<file path="config.mk">
export PLATFORM = sky130hd
export DESIGN_NAME = trig_seq
export DESIGN_NICKNAME = d
export VERILOG_FILES = /design/src/rtl/trig_seq_pkg.sv /design/src/rtl/trig_seq_regs.sv /design/src/rtl/trig_seq_dp.sv /design/src/rtl/trig_seq_ctrl.sv /design/src/rtl/trig_seq.sv
export SDC_FILE = /design/constraint.sdc
export NUM_CORES = 1
export LEC_CHECK = 0
export ABC_AREA = 1
export ABC_CLOCK_PERIOD_IN_PS = 4700
export BUFFER_PORTS_ARGS = -buffer_cell sky130_fd_sc_hd__buf_4
export CAP_MARGIN = 20
export CORE_ASPECT_RATIO = 2
export CORE_MARGIN = 2
export CORE_UTILIZATION = 56
export CTS_CLUSTER_DIAMETER = 40
export DETAILED_ROUTE_END_ITERATION = 8
export HOLD_SLACK_MARGIN = 0.15
export PLACE_DENSITY = 0.84
export SETUP_SLACK_MARGIN = 0.02
export SLEW_MARGIN = 20
export SYNTH_ARGS = -nofsm -noshare
export SYNTH_HDL_FRONTEND = slang
export SYNTH_SLANG_ARGS = --single-unit
export TNS_END_PERCENT = 5
</file>
<file path="constraint.sdc">
create_clock -name clk -period 4.7 [get_ports clk]
set_input_delay 0.94 -clock clk [delete_from_list [all_inputs] [get_ports clk]]
set_output_delay 0.94 -clock clk [all_outputs]
set_load 0.01 [all_outputs]
</file>
<file path="src/rtl/trig_seq_pkg.sv">
package trig_seq_pkg;

  typedef enum logic [2:0] {
    ST_IDLE,
    ST_FETCH_HI,
    ST_FETCH_LO,
    ST_ARMED,
    ST_DONE,
    ST_FAULT
  } seqState_t;

  // control -> datapath
  typedef struct packed {
    logic run;        // counter may advance
    logic restart;    // accepted reload
    logic hiLoad;     // capture high byte
    logic byteAdv;    // step window offset
    logic entryLoad;  // accept assembled entry
  } dpStrobe_t;

  // datapath -> control
  typedef struct packed {
    logic newZero;    // assembled value is the end marker
    logic newBad;     // out of order or too late
    logic hit;        // counter equals armed entry
  } dpFlag_t;

endpackage

</file>
<file path="src/rtl/trig_seq_regs.sv">
module trig_seq_regs #(
  parameter int ADDR_W = 16,
  parameter int WIN_W  = 8
) (
  input  logic              clk,
  input  logic              rstN,
  input  logic              regWe,
  input  logic [1:0]        regAddr,
  input  logic [ADDR_W-1:0] regWdata,
  input  logic              errSet,
  output logic [ADDR_W-1:0] regRdata,
  output logic [ADDR_W-1:0] basePtr,
  output logic [WIN_W-1:0]  idx0,
  output logic [WIN_W-1:0]  idx1,
  output logic              enable,
  output logic              errFlag
);

  logic errClr;
  assign errClr = regWe && (regAddr == 2'd3) && regWdata[1];

  always_ff @(posedge clk or negedge rstN) begin
    if (!rstN) begin
      basePtr <= '0;
      idx0    <= '0;
      idx1    <= '0;
      enable  <= 1'b0;
      errFlag <= 1'b0;
    end else begin
      if (regWe) begin
        case (regAddr)
          2'd0:    if (!enable) basePtr <= regWdata;
          2'd1:    if (!enable) idx0 <= regWdata[WIN_W-1:0];
          2'd2:    if (!enable) idx1 <= regWdata[WIN_W-1:0];
          default: enable <= regWdata[0];
        endcase
      end
      if (errSet)      errFlag <= 1'b1;
      else if (errClr) errFlag <= 1'b0;
    end
  end

  always_comb begin
    case (regAddr)
      2'd0:    regRdata = basePtr;
      2'd1:    regRdata = ADDR_W'(idx0);
      2'd2:    regRdata = ADDR_W'(idx1);
      default: regRdata = ADDR_W'({errFlag, enable});
    endcase
  end

endmodule

</file>
<file path="src/rtl/trig_seq_dp.sv">
module trig_seq_dp
  import trig_seq_pkg::*;
#(
  parameter int ADDR_W = 16,
  parameter int BYTE_W = 8,
  parameter int WIN_W  = 8
) (
  input  logic              clk,
  input  logic              rstN,
  input  dpStrobe_t         strobe,
  input  logic              listSel,
  input  logic [ADDR_W-1:0] basePtr,
  input  logic [WIN_W-1:0]  idx0,
  input  logic [WIN_W-1:0]  idx1,
  input  logic [BYTE_W-1:0] memRdData,
  output logic [ADDR_W-1:0] memRdAddr,
  output dpFlag_t           flags
);

  localparam int ENTRY_W = 2 * BYTE_W;

  logic [ENTRY_W-1:0] cnt, curEntry, prevEntry, newVal;
  logic [WIN_W-1:0]   offset;
  logic [BYTE_W-1:0]  hiByte;

  assign newVal = {hiByte, memRdData};

  always_ff @(posedge clk or negedge rstN) begin
    if (!rstN) begin
      cnt       <= '0;
      offset    <= '0;
      hiByte    <= '0;
      curEntry  <= '0;
      prevEntry <= '0;
    end else begin
      // saturating counter, cleared while stopped or on reload
      if (!strobe.run || strobe.restart) cnt <= '0;
      else if (cnt != '1)                cnt <= cnt + 1'b1;

      if (strobe.restart)      offset <= listSel ? idx1 : idx0;
      else if (strobe.byteAdv) offset <= offset + 1'b1;

      if (strobe.hiLoad) hiByte <= memRdData;

      if (strobe.restart) begin
        prevEntry <= '0;
      end else if (strobe.entryLoad) begin
        prevEntry <= newVal;
        curEntry  <= newVal;
      end
    end
  end

  assign memRdAddr     = basePtr + ADDR_W'(offset);
  assign flags.newZero = (newVal == '0);
  assign flags.newBad  = (newVal < prevEntry) || (newVal <= cnt);
  assign flags.hit     = (cnt == curEntry);

endmodule

</file>
<file path="src/rtl/trig_seq_ctrl.sv">
module trig_seq_ctrl
  import trig_seq_pkg::*;
(
  input  logic      clk,
  input  logic      rstN,
  input  logic      enable,
  input  logic      reload,
  input  logic      memRdValid,
  input  dpFlag_t   flags,
  output dpStrobe_t strobe,
  output logic      memRdReq,
  output logic      trigOut,
  output logic      errSet
);

  seqState_t state, nextState;
  logic live, xfer, loDone;

  assign live     = enable && !reload;
  assign memRdReq = enable && (state == ST_FETCH_HI || state == ST_FETCH_LO);
  assign xfer     = memRdReq && memRdValid && !reload;
  assign loDone   = xfer && (state == ST_FETCH_LO);

  always_comb begin
    strobe.run       = enable;
    strobe.restart   = enable && reload;
    strobe.hiLoad    = xfer && (state == ST_FETCH_HI);
    strobe.byteAdv   = xfer;
    strobe.entryLoad = loDone && !flags.newZero && !flags.newBad;
    errSet           = loDone && !flags.newZero && flags.newBad;
    trigOut          = live && (state == ST_ARMED) && flags.hit;
  end

  always_comb begin
    nextState = state;
    case (state)
      ST_FETCH_HI: if (xfer) nextState = ST_FETCH_LO;
      ST_FETCH_LO: if (loDone)
                     nextState = flags.newZero ? ST_DONE :
                                 flags.newBad  ? ST_FAULT : ST_ARMED;
      ST_ARMED:    if (trigOut) nextState = ST_FETCH_HI;
      default:     nextState = state;
    endcase
  end

  always_ff @(posedge clk or negedge rstN) begin
    if (!rstN)        state <= ST_IDLE;
    else if (!enable) state <= ST_IDLE;
    else if (reload)  state <= ST_FETCH_HI;
    else              state <= nextState;
  end

endmodule

</file>
<file path="src/rtl/trig_seq.sv">
module trig_seq
  import trig_seq_pkg::*;
#(
  parameter int ADDR_W    = 16,
  parameter int BYTE_W    = 8,
  parameter int WIN_BYTES = 256
) (
  input  logic              clk,
  input  logic              rstN,
  input  logic              regWe,
  input  logic [1:0]        regAddr,
  input  logic [ADDR_W-1:0] regWdata,
  output logic [ADDR_W-1:0] regRdata,
  input  logic              reload,
  input  logic              listSel,
  output logic              memRdReq,
  output logic [ADDR_W-1:0] memRdAddr,
  input  logic              memRdValid,
  input  logic [BYTE_W-1:0] memRdData,
  output logic              trigOut,
  output logic              errFlag
);

  localparam int WIN_W = $clog2(WIN_BYTES);

  dpStrobe_t         strobe;
  dpFlag_t           flags;
  logic [ADDR_W-1:0] basePtr;
  logic [WIN_W-1:0]  idx0, idx1;
  logic              enable, errSet;

  trig_seq_regs #(.ADDR_W(ADDR_W), .WIN_W(WIN_W)) uRegs (
    .clk(clk), .rstN(rstN), .regWe(regWe), .regAddr(regAddr),
    .regWdata(regWdata), .errSet(errSet), .regRdata(regRdata),
    .basePtr(basePtr), .idx0(idx0), .idx1(idx1),
    .enable(enable), .errFlag(errFlag)
  );

  trig_seq_ctrl uCtrl (
    .clk(clk), .rstN(rstN), .enable(enable), .reload(reload),
    .memRdValid(memRdValid), .flags(flags), .strobe(strobe),
    .memRdReq(memRdReq), .trigOut(trigOut), .errSet(errSet)
  );

  trig_seq_dp #(.ADDR_W(ADDR_W), .BYTE_W(BYTE_W), .WIN_W(WIN_W)) uDp (
    .clk(clk), .rstN(rstN), .strobe(strobe), .listSel(listSel),
    .basePtr(basePtr), .idx0(idx0), .idx1(idx1),
    .memRdData(memRdData), .memRdAddr(memRdAddr), .flags(flags)
  );

endmodule

</file>
## Yosys cells after proc, flatten, opt, wreduce, memory -nomap -nowiden

Index checks and enable logic that the tools add are counted.

- Register bits after elaboration: 101
- Word-level logic and storage cells: 83

- Add/subtract/negate cells: 3
- Order comparisons: 2
- Equality and inequality tests: 12
- Mux-type cells: 18
- Bitwise gates (word level): 3
- Reductions and logical operators: 34

Operators with widths:

| operator | number |
|---|---|
| $mux W16 | 4 |
| $pmux W16 S3 | 1 |
| $mux W8 | 3 |
| $mux W3 | 7 |
| $add A16 B1 Y16 const B | 1 |
| $add A16 B8 Y16 | 1 |
| $eq A16 B16 Y1 | 1 |
| $le A16 B16 Y1 | 1 |
| $logic_not A16 Y1 | 1 |
| $lt A16 B16 Y1 | 1 |
| $ne A16 B16 Y1 const B | 1 |
| $logic_and A1 B1 Y1 | 14 |
| $pmux W3 S3 | 1 |
| $reduce_and A3 Y1 | 3 |
| $add A8 B1 Y8 const B | 1 |
| $ne A4 B3 Y1 const B | 2 |
| $reduce_bool A2 Y1 | 4 |
| $eq A3 B2 Y1 const B | 2 |
| $ne A5 B2 Y1 const B | 1 |
| $eq A2 B2 Y1 const B | 2 |
| $logic_not A1 Y1 | 4 |
| $ne A4 B4 Y1 const B | 1 |
| $reduce_and A2 Y1 | 2 |
| $reduce_and A4 Y1 | 1 |
| other kinds (7) | 12 |

## Depth between registers and ports, before layout

Gate-level depths: netlist of run 1.

- Depth after elaboration: 10
- Gate-level depth with buffers: 16

## By module

From an unflattened synthesis of run 1, not the netlist that was laid out.

- Cell total of the unflattened synthesis: 872
- Area total of the unflattened synthesis: 6432.4 um^2

Modules (own cells, without submodules):

| module | times used | cells an instance | area each (um^2) | sequential area each (um^2) |
|---|---|---|---|---|
| trig_seq_dp | 1 | 609 | 4515.6 | 1601.5 |
| trig_seq_regs | 1 | 209 | 1600.3 | 850.8 |
| trig_seq_ctrl | 1 | 54 | 316.6 | 75.1 |

## Worst setup path before layout of run 1

OpenSTA, ideal clock, no wires.

- Path kind: in2out
- Start point: input port regAddr[0]
- End point: output port regRdata[1]
- Arrival time: 1.885 ns
- Required time: 3.760 ns
- Setup slack: 1.875 ns
- Stages: 4
- Path buffers: 1
- Cells stage by stage: clkbuf_1 > nor2_2 > clkinv_1 > o2111ai_1

- Cells in the longest elaborated chain, start to end: 2
- Elaborated cells on any way between the ends: 4

RTL lines:

| item | line | RTL |
|---|---|---|
| start, declared | trig_seq.sv:11 | `input logic [1:0] regAddr,` |
| $eq A2 B2 Y1 (tied with other cells) | trig_seq_regs.sv:44 | `case (regAddr)` |
| $pmux W16 S3 (*) | trig_seq_regs.sv:44 |  |
| end, declared | trig_seq.sv:13 | `output logic [ADDR_W-1:0] regRdata,` |

Every way passes the cells marked *; elsewhere a longest branch is shown, timed or not.

## Worst setup path in the final report of run 1

- Start point: register uDp.offset[0]
- End point: output port memRdAddr[12]

- Cells in the longest elaborated chain, start to end: 1

RTL lines:

| item | line | RTL |
|---|---|---|
| start, declared | trig_seq_dp.sv:23 | `logic [WIN_W-1:0] offset;` |
| start signal, assigned | trig_seq_dp.sv:40 | `if (strobe.restart) offset <= listSel ? idx1 : idx0;` |
| start signal, assigned | trig_seq_dp.sv:41 | `else if (strobe.byteAdv) offset <= offset + 1'b1;` |
| $add A16 B8 Y16 | trig_seq_dp.sv:54 | `assign memRdAddr = basePtr + ADDR_W'(offset);` |
| end, declared | trig_seq.sv:17 | `output logic [ADDR_W-1:0] memRdAddr,` |

Every way passes these cells.

==> results of run 1 <==
-- per-stage QoR --
step	utilization	hold WS, ns	std cells	instance area [um^2]	setup WS [ns]
floorplan	-	0.449	801	6210	1.88
global placement	0.625	0.466	993	6800	1.61
detailed placement	0.625	0.475	993	6800	1.59
CTS	0.652	0.492	1008	7090	1.20
global route	0.652	0.529	1008	7090	0.949
finish	0.652	0.488	1008	7090	1.16
-- where the power goes --
group / leakage [nW] / internal, mW / switching [mW]
Combinational: 2.31 / 0.482 / 0.698
Sequential: 1.32 / 0.975 / 0.116
Clock: 0.135 / 0.412 / 0.323
-- synthesized netlist by cell type, types with 2 or more instances --
| master | instances |
|---|---|
| o21ai_0 | 61 |
| clkinv_1 | 3 |
| xnor2_1 | 6 |
| buf_2 | 3 |
| a21o_1 | 2 |
| nand3_2 | 6 |
| inv_2 | 5 |
| buf_4 | 2 |
| nand2_4 | 2 |
| nor4_1 | 4 |
| clkbuf_1 | 8 |
| nor2_1 | 58 |
| nand2_2 | 3 |
| o21ai_1 | 12 |
| nor3_1 | 13 |
| a21oi_1 | 49 |
| nand4_1 | 12 |
| dfrtp_1 | 101 |
| ha_1 | 41 |
| a31oi_1 | 7 |
| nand2_1 | 197 |
| buf_6 | 4 |
| nor2_8 | 2 |
| xor2_1 | 24 |
| o21a_1 | 2 |
| nor2_2 | 4 |
| o211ai_1 | 6 |
| nand3_1 | 49 |
| a211oi_1 | 3 |
| inv_1 | 103 |
-- cells by family after synthesis --
| logic type | synth area share |
|---|---|
| buf+inv | 0.0840 |
| fa+ha+maj | 0.0858 |
| simple gates | 0.253 |
| xor+xnor | 0.0423 |
| flops | 0.407 |
| compound gates | 0.129 |
-- how the worst min path moves through the flow --
stage                         from        endpoint  depth (start not counted)
finish               uRegs.idx0[0]   uRegs.idx0[0]                          2
global route         uRegs.idx0[2]   uRegs.idx0[2]                          2
global placement    uCtrl.state[2]  uCtrl.state[2]                          2
detailed placement   uRegs.idx0[3]   uRegs.idx0[3]                          2
floorplan           uCtrl.state[2]  uCtrl.state[2]                          2
CTS                  uRegs.idx0[3]   uRegs.idx0[3]                          2
-- tightest hold or removal path, delay by kind of cell (launching register included) --
kind / cells / cell delay [ns]
compound gates: 1 / 0.06
simple gates: 1 / 0.05
flops: 1 / 0.34
-- sequential cells by signal, indices dropped and copies added (netlist names) --
register / count
uDp.prevEntry: 16
uRegs.basePtr: 16
uRegs.idx0: 8
uDp.curEntry: 16
uRegs.idx1: 8
uRegs.errFlag: 1
uCtrl.state: 3
uDp.cnt: 16
uDp.hiByte: 8
uDp.offset: 8
uRegs.enable: 1
-- final cells by class --
cell class,count,area share
flip-flops and latches,101,0.356
inverters,111,0.0587
clock inverters,5,0.00882
clock buffers,10,0.0323
well taps,140,0.0247
repair buffers,69,0.0730
multi-input cells,572,0.446
-- placed cells by master (no fill, tap or decap), drive strengths merged, types with 2 or more instances in the layout --
cell type,instances
a211oi,3
nand3,56
clkinv,5
nor4,4
a21o,2
a31oi,7
ha,41
clkbuf,10
o21a,2
nor2,65
xor2,24
clkinvlp,2
a21oi,50
inv,108
dfrtp,101
o211ai,6
nor3,13
buf,69
o21ai,73
nand2,202
nand4,12
xnor2,6
-- routing by layer --
| layer | up-vias | part of all wire |
|---|---|---|
| met5 | - | 0 |
| met4 | 0 | 0.078 |
| met3 | 97 | 0.044 |
| met2 | 223 | 0.55 |
| met1 | 2676 | 0.33 |
| li1 | 2749 | - |
==> flow_metrics.py, run 1 <==
metrics = {
    "yosys": {
        "synth-main-ff-cell": "dfrtp_1",
        "netlist_top_cells_area": "dfrtp_1, nand2_1, ha_1",
        "synth_edf_count": 0,
        "ys_seq_area_frac": 0.407,
        "syn_area_mm2": 0.00621,
        "synth.distinct_cells": 39,
        "ys_warn_count": 0,
        "synth_nets": 875,
        "synth_top_area_cell": "dfrtp_1",
        "syn_area_per_cell_um2": 7.76,
        "synthArstFlopShare": 1.00,
        "syn_inst": 801,
        "ys_ff_latch": 101,
        "synth_top_cell_area_share": 0.407,
    },
    "critical_path": {
        "r2r_setup_slack_ns": 1.99,
        "cp.required_ns": 3.76,
        "slowest_stage": "fa_1",
        "crit_top_cell": "nand2_1",
        "worstSetupPathType": "flop to output pin",
        "r2r-end": "uDp.prevEntry[15]",
        "cp-endpoint": "memRdAddr[12]",
        "r2r-start": "uDp.cnt[7]",
        "startpoint_type": "flop",
        "crit_cells": 10,
        "worstPathArrival_ns": 2.60,
        "cp_top_family": "adder cells",
        "path_cells": "ha_1 -> inv_1 -> fa_1 -> o21ai_0 -> nand2_1 -> nand2_1 -> nand2_1 -> nor2_1 -> xor2_1 -> buf_4",
        "endpoint_kind": "output pin",
        "setup.worst_path.start": "uDp.offset[0]",
        "worst-path-buf-inv": 2,
        "crit_fanout": 5,
        "r2r_cells": 11,
        "cpPeakStageDelay_ns": 0.43,
    },
    "timing": {
        "slew_headroom": 0.347,
        "rsz0062_at_grt": "false",
        "setup_viol": 0,
        "min_period_ns": 3.54,
        "hold_viol_final": 0,
        "drv_slew": 0,
        "final.setup_skew_ns": 0.00917,
        "tightest_slew_ns": 0.978,
        "finalSetupTns_ns": 0,
        "clock.fmax_mhz": 283,
        "post-route-period-util": 0.753,
    },
    "cells_and_area": {
        "diodes": 0,
        "syn_to_final_growth_pct": 14.2,
        "nets": 938,
        "layout.area.seq_mm2": 0.00253,
        "drive_above_1_share": 0.124,
        "multi_input_area_mm2": 0.00316,
        "nFillCells": 931,
    },
    "grt": {
        "met3_usage": 0.0390,
        "antenna_found_initial": 0,
        "overflow": 0,
        "grt_usage": 0.294,
        "grt_max_degree": 69,
        "grt_util_met1": 0.280,
        "grt_pass1_wl_um": 27200,
        "grt-busiest-layer": "met2",
        "grtUsageMet2": 0.550,
        "first_global_vias": 5796,
    },
    "route": {
        "viasPerCell": 5.70,
        "vias": 5745,
        "first_iter_violations": 433,
        "routed_wirelength_um": 16800,
        "first_pass_iters": 5,
        "wl_per_cell_um": 16.7,
        "final_antenna_net_count": 0,
        "drc": 0,
    },
    "cts": {
        "clk_pin_slew_ns": 0.07,
        "cts_max_path_buffers": 2,
        "cts_buffers": 9,
        "htreeDepth": 3,
        "cts-hold-fix-buffers": 0,
        "cts_resized": 0,
        "cts.sinks": 101,
        "clock_latency_ns": 0.35,
        "postCtsSetupBuffers": 0,
        "cts_root_buffer": "clkbuf_16",
        "cts_tree": "done",
    },
    "power": {
        "leakagePower_nw": 3.76,
        "ir_drop_mv": 0.247,
        "pwr_density_cell_mw_per_mm2": 424,
        "power_mw": 3.01,
    },
    "floorplan": {
        "coreArea_mm2": 0.0109,
        "die-area_mm2": 0.0120,
        "num_rows": 54,
        "io_pins": 67,
        "die_x_um": 78.5,
        "initial_core_util": 0.571,
        "die_y_um": 153,
    },
    "place": {
        "hpwl_um": 12600,
        "routabilityCongestion": 0.950,
        "port_buffers": 66,
    },
    "status": {
        "run_status": "finished clean",
    },
    "worst_hold_path": {
        "hold_path_class": "flop to flop",
    },
    "run": {
        "max_cap_violations": 0,
    },
}
Note: power is estimated with default switching activity, not from simulation.
==> inputs of run 2 (changes only) <==
- ABC_AREA: 1 -> 0
- ABC_CLOCK_PERIOD_IN_PS: 4700 -> 3200
- CORE_UTILIZATION: 56 -> 54
- clock period: 4.7 -> 3.2 ns (I/O delays scaled with it)
==> run 2 against run 1 <==
  * Routed wire length shrank 1.3%
  * Area after synthesis fell by 2.0%
  * Register-to-register slack worse by 1.7 ns
  * Via count shrank 13%
  * Synthesized cell count is 26% lower
  * Global-route usage fell by 0.67 points
  * Core utilization up 0.74 points
  * Largest power group unchanged
  * Sequential power is 66% higher
  * Die area is 1.5% higher
  * Clock power up 54%
==> flow_metrics.py, run 2 <==
metrics = {
    "cells_and_area": {
        "syn_to_final_growth_pct": 18.6,
        "drive_above_1_share": 0.253,
        "nFillCells": 835,
        "most-common-layout-cells": "dfrtp_1, buf_4, inv_1, nand2_1, ha_1",
        "nets": 746,
        "layout_commonest_cell": "dfrtp_1",
        "diodes": 0,
    },
    "yosys": {
        "muxShareOfSynthArea": 0.146,
        "synth-main-ff-cell": "dfrtp_1",
        "synth_edf_count": 0,
        "netlist_top_cells_area": "dfrtp_1, ha_1, mux2_2",
        "ys_seq_area_frac": 0.415,
        "synthAdderAreaFrac": 0.0875,
        "synth_top_cell_area_share": 0.415,
        "synth_common_cells": "dfrtp_1, inv_1, nand2_1, ha_1, mux2_2",
        "ys_ff_latch": 101,
        "synth_top_family_by_area": "multiplexers",
        "synthArstFlopShare": 1.00,
        "synth.distinct_cells": 51,
        "synthXorXnorAreaFrac": 0.0676,
        "syn_area_mm2": 0.00609,
        "synth_nets": 670,
        "synth_compound_area_frac": 0.0910,
        "syn_area_per_cell_um2": 10.2,
        "synth.most_common_cell": "dfrtp_1",
        "syn_inst": 596,
        "synth_top_area_cell": "dfrtp_1",
        "ys_warn_count": 0,
        "synth_simple_gate_area_frac": 0.144,
    },
    "timing": {
        "drv_slew": 0,
        "rsz0062_at_grt": "true",
        "setup_viol": 0,
        "clock.fmax_mhz": 320,
        "setup_ws_ns": 0.0705,
        "holdWs_ns": 0.407,
        "slew_headroom": 0.396,
        "tightest_slew_ns": 0.904,
        "finalSetupTns_ns": 0,
        "final.setup_skew_ns": 0.0105,
        "hold_viol_final": 0,
        "post-route-period-util": 0.978,
        "min_period_ns": 3.13,
    },
    "status": {
        "run_status": "finished clean",
    },
    "power": {
        "pwr-share-clk": 0.228,
        "p_sw_mw": 1.81,
        "p_sw_frac": 0.365,
        "combPwrFrac": 0.407,
        "power_mw": 4.96,
        "cellInternalPower_mw": 3.15,
        "ir_drop_mv": 0.562,
        "pwr_density_cell_mw_per_mm2": 687,
        "leakagePower_nw": 3.44,
        "pwr-share-seq": 0.365,
    },
    "critical_path": {
        "crit_fanout": 4,
        "endpoint_kind": "output pin",
        "worstSetupPathType": "flop to output pin",
        "cpPeakStageDelay_ns": 0.64,
        "startpoint_type": "flop",
        "worstPathArrival_ns": 2.49,
        "worst-path-buf-inv": 1,
        "slowest_stage": "nor4_1",
        "r2r_cells": 10,
        "r2r_setup_slack_ns": 0.32,
        "path_cells": "xor2_1 -> nor4_1 -> nand4_1 -> nor4b_1 -> buf_4",
        "r2r-start": "uDp.cnt[9]",
        "r2r-end": "uDp.curEntry[15]",
        "cp_top_family": "simple AND/OR/NAND/NOR gates",
        "cp.required_ns": 2.56,
    },
    "place": {
        "hpwl_um": 12000,
        "dp_slack_ns": 0.0425,
        "port_buffers": 66,
        "routabilityCongestion": 0.965,
    },
    "cts": {
        "cts_buffers": 9,
        "cts_root_buffer": "clkbuf_16",
        "cts_tree": "done",
        "clock_latency_ns": 0.35,
        "cts-hold-fix-buffers": 0,
        "cts.sinks": 101,
        "htreeDepth": 3,
        "cts_max_path_buffers": 2,
        "clk_pin_slew_ns": 0.07,
    },
    "grt": {
        "grt_usage": 0.288,
        "grt_pass1_wl_um": 26900,
        "grt_max_degree": 67,
        "antenna_found_initial": 0,
        "overflow": 0,
        "first_global_vias": 5392,
    },
    "route": {
        "viasPerCell": 6.15,
        "routed_wirelength_um": 16600,
        "first_iter_violations": 421,
        "final_antenna_net_count": 0,
        "first_pass_iters": 5,
        "vias": 5025,
        "wl_per_cell_um": 20.3,
        "drc": 0,
    },
    "run": {
        "max_cap_violations": 0,
    },
    "floorplan": {
        "io_pins": 67,
        "initial_core_util": 0.556,
        "num_rows": 54,
        "die_y_um": 154,
        "coreArea_mm2": 0.0109,
        "die-area_mm2": 0.0122,
        "die_x_um": 79.1,
    },
    "worst_hold_path": {
        "hold_path_class": "input pin to asynchronous set/reset pin",
    },
}
-- run 2: cell types whose count changed after synthesis, sizes merged, moves of 10 or more --
cell | previous run | this run
a21oi | 50 | 22
and2 | 1 | 11
inv | 108 | 55
mux2 | 0 | 48
mux2i | 0 | 25
nand2 | 202 | 49
nand3 | 56 | 11
nor2 | 65 | 31
nor2b | 0 | 10
o21ai | 73 | 28
xnor2 | 6 | 17
-- run 2: power by group through the flow --
stage	Clock (mW)	Combinational [mW]	Sequential [mW]
after floorplan	0	1.12	1.73
final	1.13	2.02	1.81
after global routing	1.19	2.18	1.84
after CTS	1.13	1.92	1.79
after detailed placement	0	1.83	1.81
after global placement	0	1.73	1.80
-- run 2: cell type report --
cell class	instances	area (um^2)	share of cell area
Clock inverter	5	65.1	0.00901
Inverter	55	206	0.0286
Timing Repair Buffer	84	668	0.0926
Sequential cell	101	2530	0.351
Clock buffer	11	243	0.0336
Multi-Input combinational cell	421	3330	0.461
Tap cell	140	175	0.0243
-- run 2: metrics by stage --
stage,util,area [um^2],instances
after detailed placement,0.623,6820,797
after CTS,0.656,7180,817
after floorplan,-,6090,596
after global placement,0.623,6820,797
final,0.659,7220,817
after global routing,0.659,7220,817
-- run 2: per-layer routing --
metal,vias up,global-route usage,routed length [um]
met1,2454,0.301,5740
met3,88,0.0534,890
met4,0,0.209,1210
li1,2224,-,-
met2,259,0.500,8760
met5,-,0,0
-- run 2: worst max-delay path by stage --
stage | depth (start not counted) | slack (ns) | from | end
6_report | 5 | 0.07 | uDp.cnt[13] | trigOut
5_1_grt | 11 | -0.01 | uRegs.basePtr[0] | memRdAddr[14]
3_3_place_gp | 8 | 0.16 | memRdData[1] | uDp.curEntry[5]
3_5_place_dp | 11 | 0.04 | uDp.offset[0] | memRdAddr[14]
2_1_floorplan | 9 | 0.43 | uDp.offset[0] | memRdAddr[10]
4_1_cts | 8 | 0.03 | uDp.offset[1] | memRdAddr[11]
-- run 2: cells by family after synthesis --
| kind of cell | Yosys count |
|---|---|
| xor+xnor | 47 |
| buf+inv | 74 |
| simple gates | 168 |
| mux | 75 |
| flops | 101 |
| fa+ha+maj | 42 |
| compound gates | 89 |
-- run 2: timing repair --
action,4_1_cts,5_1_grt
setup endpoints to repair,8,9
pin swaps,1,1
resized for setup,7,11
setup buffers,4,0
==> inputs of run 3 (changes only) <==
- CORE_MARGIN: 2 -> 5
==> run 3 against run 2 <==
  * Die area is 12% higher
  * Via count shrank 2.0%
  * Sequential cell count unchanged
  * Critical path depth is 6 higher
  * Core utilization is 2.6 points lower
  * Setup slack worse by 0.066 ns
  * First-iteration DRC count decreased by 20%
  * Sequential share of layout area grew 0.54 points
  * Combinational power is 7% lower
  * Worst hold slack got worse by 0.089 ns
==> flow_metrics.py, run 3 (synthesized netlist as in run 2, its figures left out) <==
metrics = {
    "cts": {
        "cts_max_path_buffers": 2,
        "htreeDepth": 3,
        "cts-hold-fix-buffers": 0,
        "cts_root_buffer": "clkbuf_16",
        "clock_latency_ns": 0.36,
        "clk_pin_slew_ns": 0.07,
        "cts.sinks": 101,
        "cts_buffers": 9,
        "cts_tree": "done",
    },
    "route": {
        "routed_wirelength_um": 15900,
        "final_antenna_net_count": 0,
        "viasPerCell": 6.06,
        "wl_per_cell_um": 19.6,
        "first_pass_iters": 5,
        "drc": 0,
        "vias": 4923,
        "first_iter_violations": 336,
    },
    "status": {
        "run_status": "finished clean",
    },
    "cells_and_area": {
        "multi_input_area_mm2": 0.00331,
        "layout.area.seq_mm2": 0.00253,
        "drive_above_1_share": 0.236,
        "diodes": 0,
        "most-common-layout-cells": "dfrtp_1, buf_4, inv_1, nand2_1, ha_1",
        "nFillCells": 871,
        "layout_commonest_cell": "dfrtp_1",
        "nets": 740,
        "syn_to_final_growth_pct": 16.6,
        "stdcell_count": 812,
    },
    "run": {
        "max_cap_violations": 0,
    },
    "grt": {
        "grt_max_degree": 102,
        "grt_usage": 0.237,
        "first_global_vias": 5198,
        "grt_pass1_wl_um": 25400,
        "overflow": 0,
        "antenna_found_initial": 0,
    },
    "floorplan": {
        "die-area_mm2": 0.0136,
        "io_pins": 67,
        "die_y_um": 160,
        "die_x_um": 85.1,
        "initial_core_util": 0.543,
        "coreArea_mm2": 0.0112,
        "num_rows": 55,
    },
    "place": {
        "routabilityCongestion": 0.921,
        "hpwl_um": 12000,
        "port_buffers": 66,
        "dp_cells": 793,
    },
    "timing": {
        "clock.fmax_mhz": 313,
        "rsz0062_at_grt": "true",
        "min_period_ns": 3.19,
        "holdWs_ns": 0.318,
        "hold_viol_final": 0,
        "drv_slew": 0,
        "post-route-period-util": 0.998,
        "tightest_slew_ns": 0.814,
        "setup_viol": 0,
        "final.setup_skew_ns": 0.0112,
        "slew_headroom": 0.456,
    },
    "critical_path": {
        "cp.required_ns": 2.56,
        "startpoint_type": "flop",
        "worstPathArrival_ns": 2.55,
        "worstSetupPathType": "flop to output pin",
        "crit_fanout": 5,
        "cpPeakStageDelay_ns": 0.39,
        "path_cells": "ha_1 -> inv_1 -> fa_2 -> nor2b_1 -> o21ai_1 -> a21boi_1 -> o31ai_1 -> buf_4 -> a211oi_2 -> xor2_1 -> buf_4",
        "crit_top_cell": "buf_4",
        "slowest_stage": "dfrtp_1",
        "endpoint_kind": "output pin",
    },
    "power": {
        "leakagePower_nw": 3.38,
        "ir_drop_mv": 0.576,
        "pwr_density_cell_mw_per_mm2": 665,
    },
    "worst_hold_path": {
        "hold_path_class": "input pin to asynchronous set/reset pin",
    },
}
## run 3: cell count changes in the layout (fill, tap and decap cells not counted), moves of 2 or more
cell / delta
dfrtp_1: +2
dfrtp_2: -2
buf_4: -5
clkinvlp_4: +2
clkinv_4: -2
## run 3: metal layers
layer  vias to the layer above  part of all wire  track usage
li1                       2225                 -            -
met1                      2417              0.34        0.243
met2                       204              0.54        0.423
met3                        77             0.049       0.0315
met4                         0             0.071        0.179
met5                         -                 0            0
## run 3: path summary, 6_finish.rpt
check                                  from                end  slack [ns]  depth (start not counted)
min in group clk               regWdata[13]  uRegs.basePtr[13]        0.52                          2
hold reg to reg            uDp.prevEntry[1]   uDp.prevEntry[1]        0.53                          2
setup / recovery           uRegs.basePtr[0]      memRdAddr[12]       0.005                         11
hold / removal                         rstN   uDp.curEntry[14]        0.32                          2
max in group asynchronous              rstN      uDp.offset[0]        2.41                          2
setup reg to reg                uDp.cnt[13]    uDp.curEntry[1]        0.42                          9
## run 3: cell type report
type / count / area share
Clock buffer: 10 / 0.0322
Clock inverter: 5 / 0.00617
Inverter: 55 / 0.0291
Multi-Input combinational cell: 421 / 0.465
Sequential cell: 101 / 0.356
Tap cell: 142 / 0.0250
Timing Repair Buffer: 78 / 0.0860
## run 3: worst max-delay path: cells and delay by family (launching register included)
family,cells,cell delay (ns)
compound gates,4,0.62
flops,1,0.39
buf+inv,3,0.36
xor+xnor,1,0.18
fa+ha+maj,2,0.53
simple gates,1,0.12
## run 3: what timing repair did
item,CTS,global route
buffers inserted,2,2
setup endpoints to repair,8,9
cloned,0,0
gates resized for setup,7,4
pin swaps,1,5
## run 3: per-stage QoR
step / TNS (ns) / util / setup WS (ns) / total power, mW / instance area [um^2]
after CTS: 0 / 0.631 / 0.0417 / 4.68 / 7080
final: 0 / 0.633 / 0.00500 / 4.72 / 7100
after global routing: -0.0962 / 0.633 / -0.0962 / 4.97 / 7100
after global placement: 0 / 0.603 / 0.220 / 3.54 / 6760
after detailed placement: 0 / 0.603 / 0.103 / 3.61 / 6760
after floorplan: 0 / - / 0.430 / 2.84 / 6090
## run 3: power by group
group	switching (mW)	internal (mW)	total [mW]
Clock	0.492	0.534	1.03
Combinational	0.932	0.943	1.88
Sequential	0.298	1.52	1.82
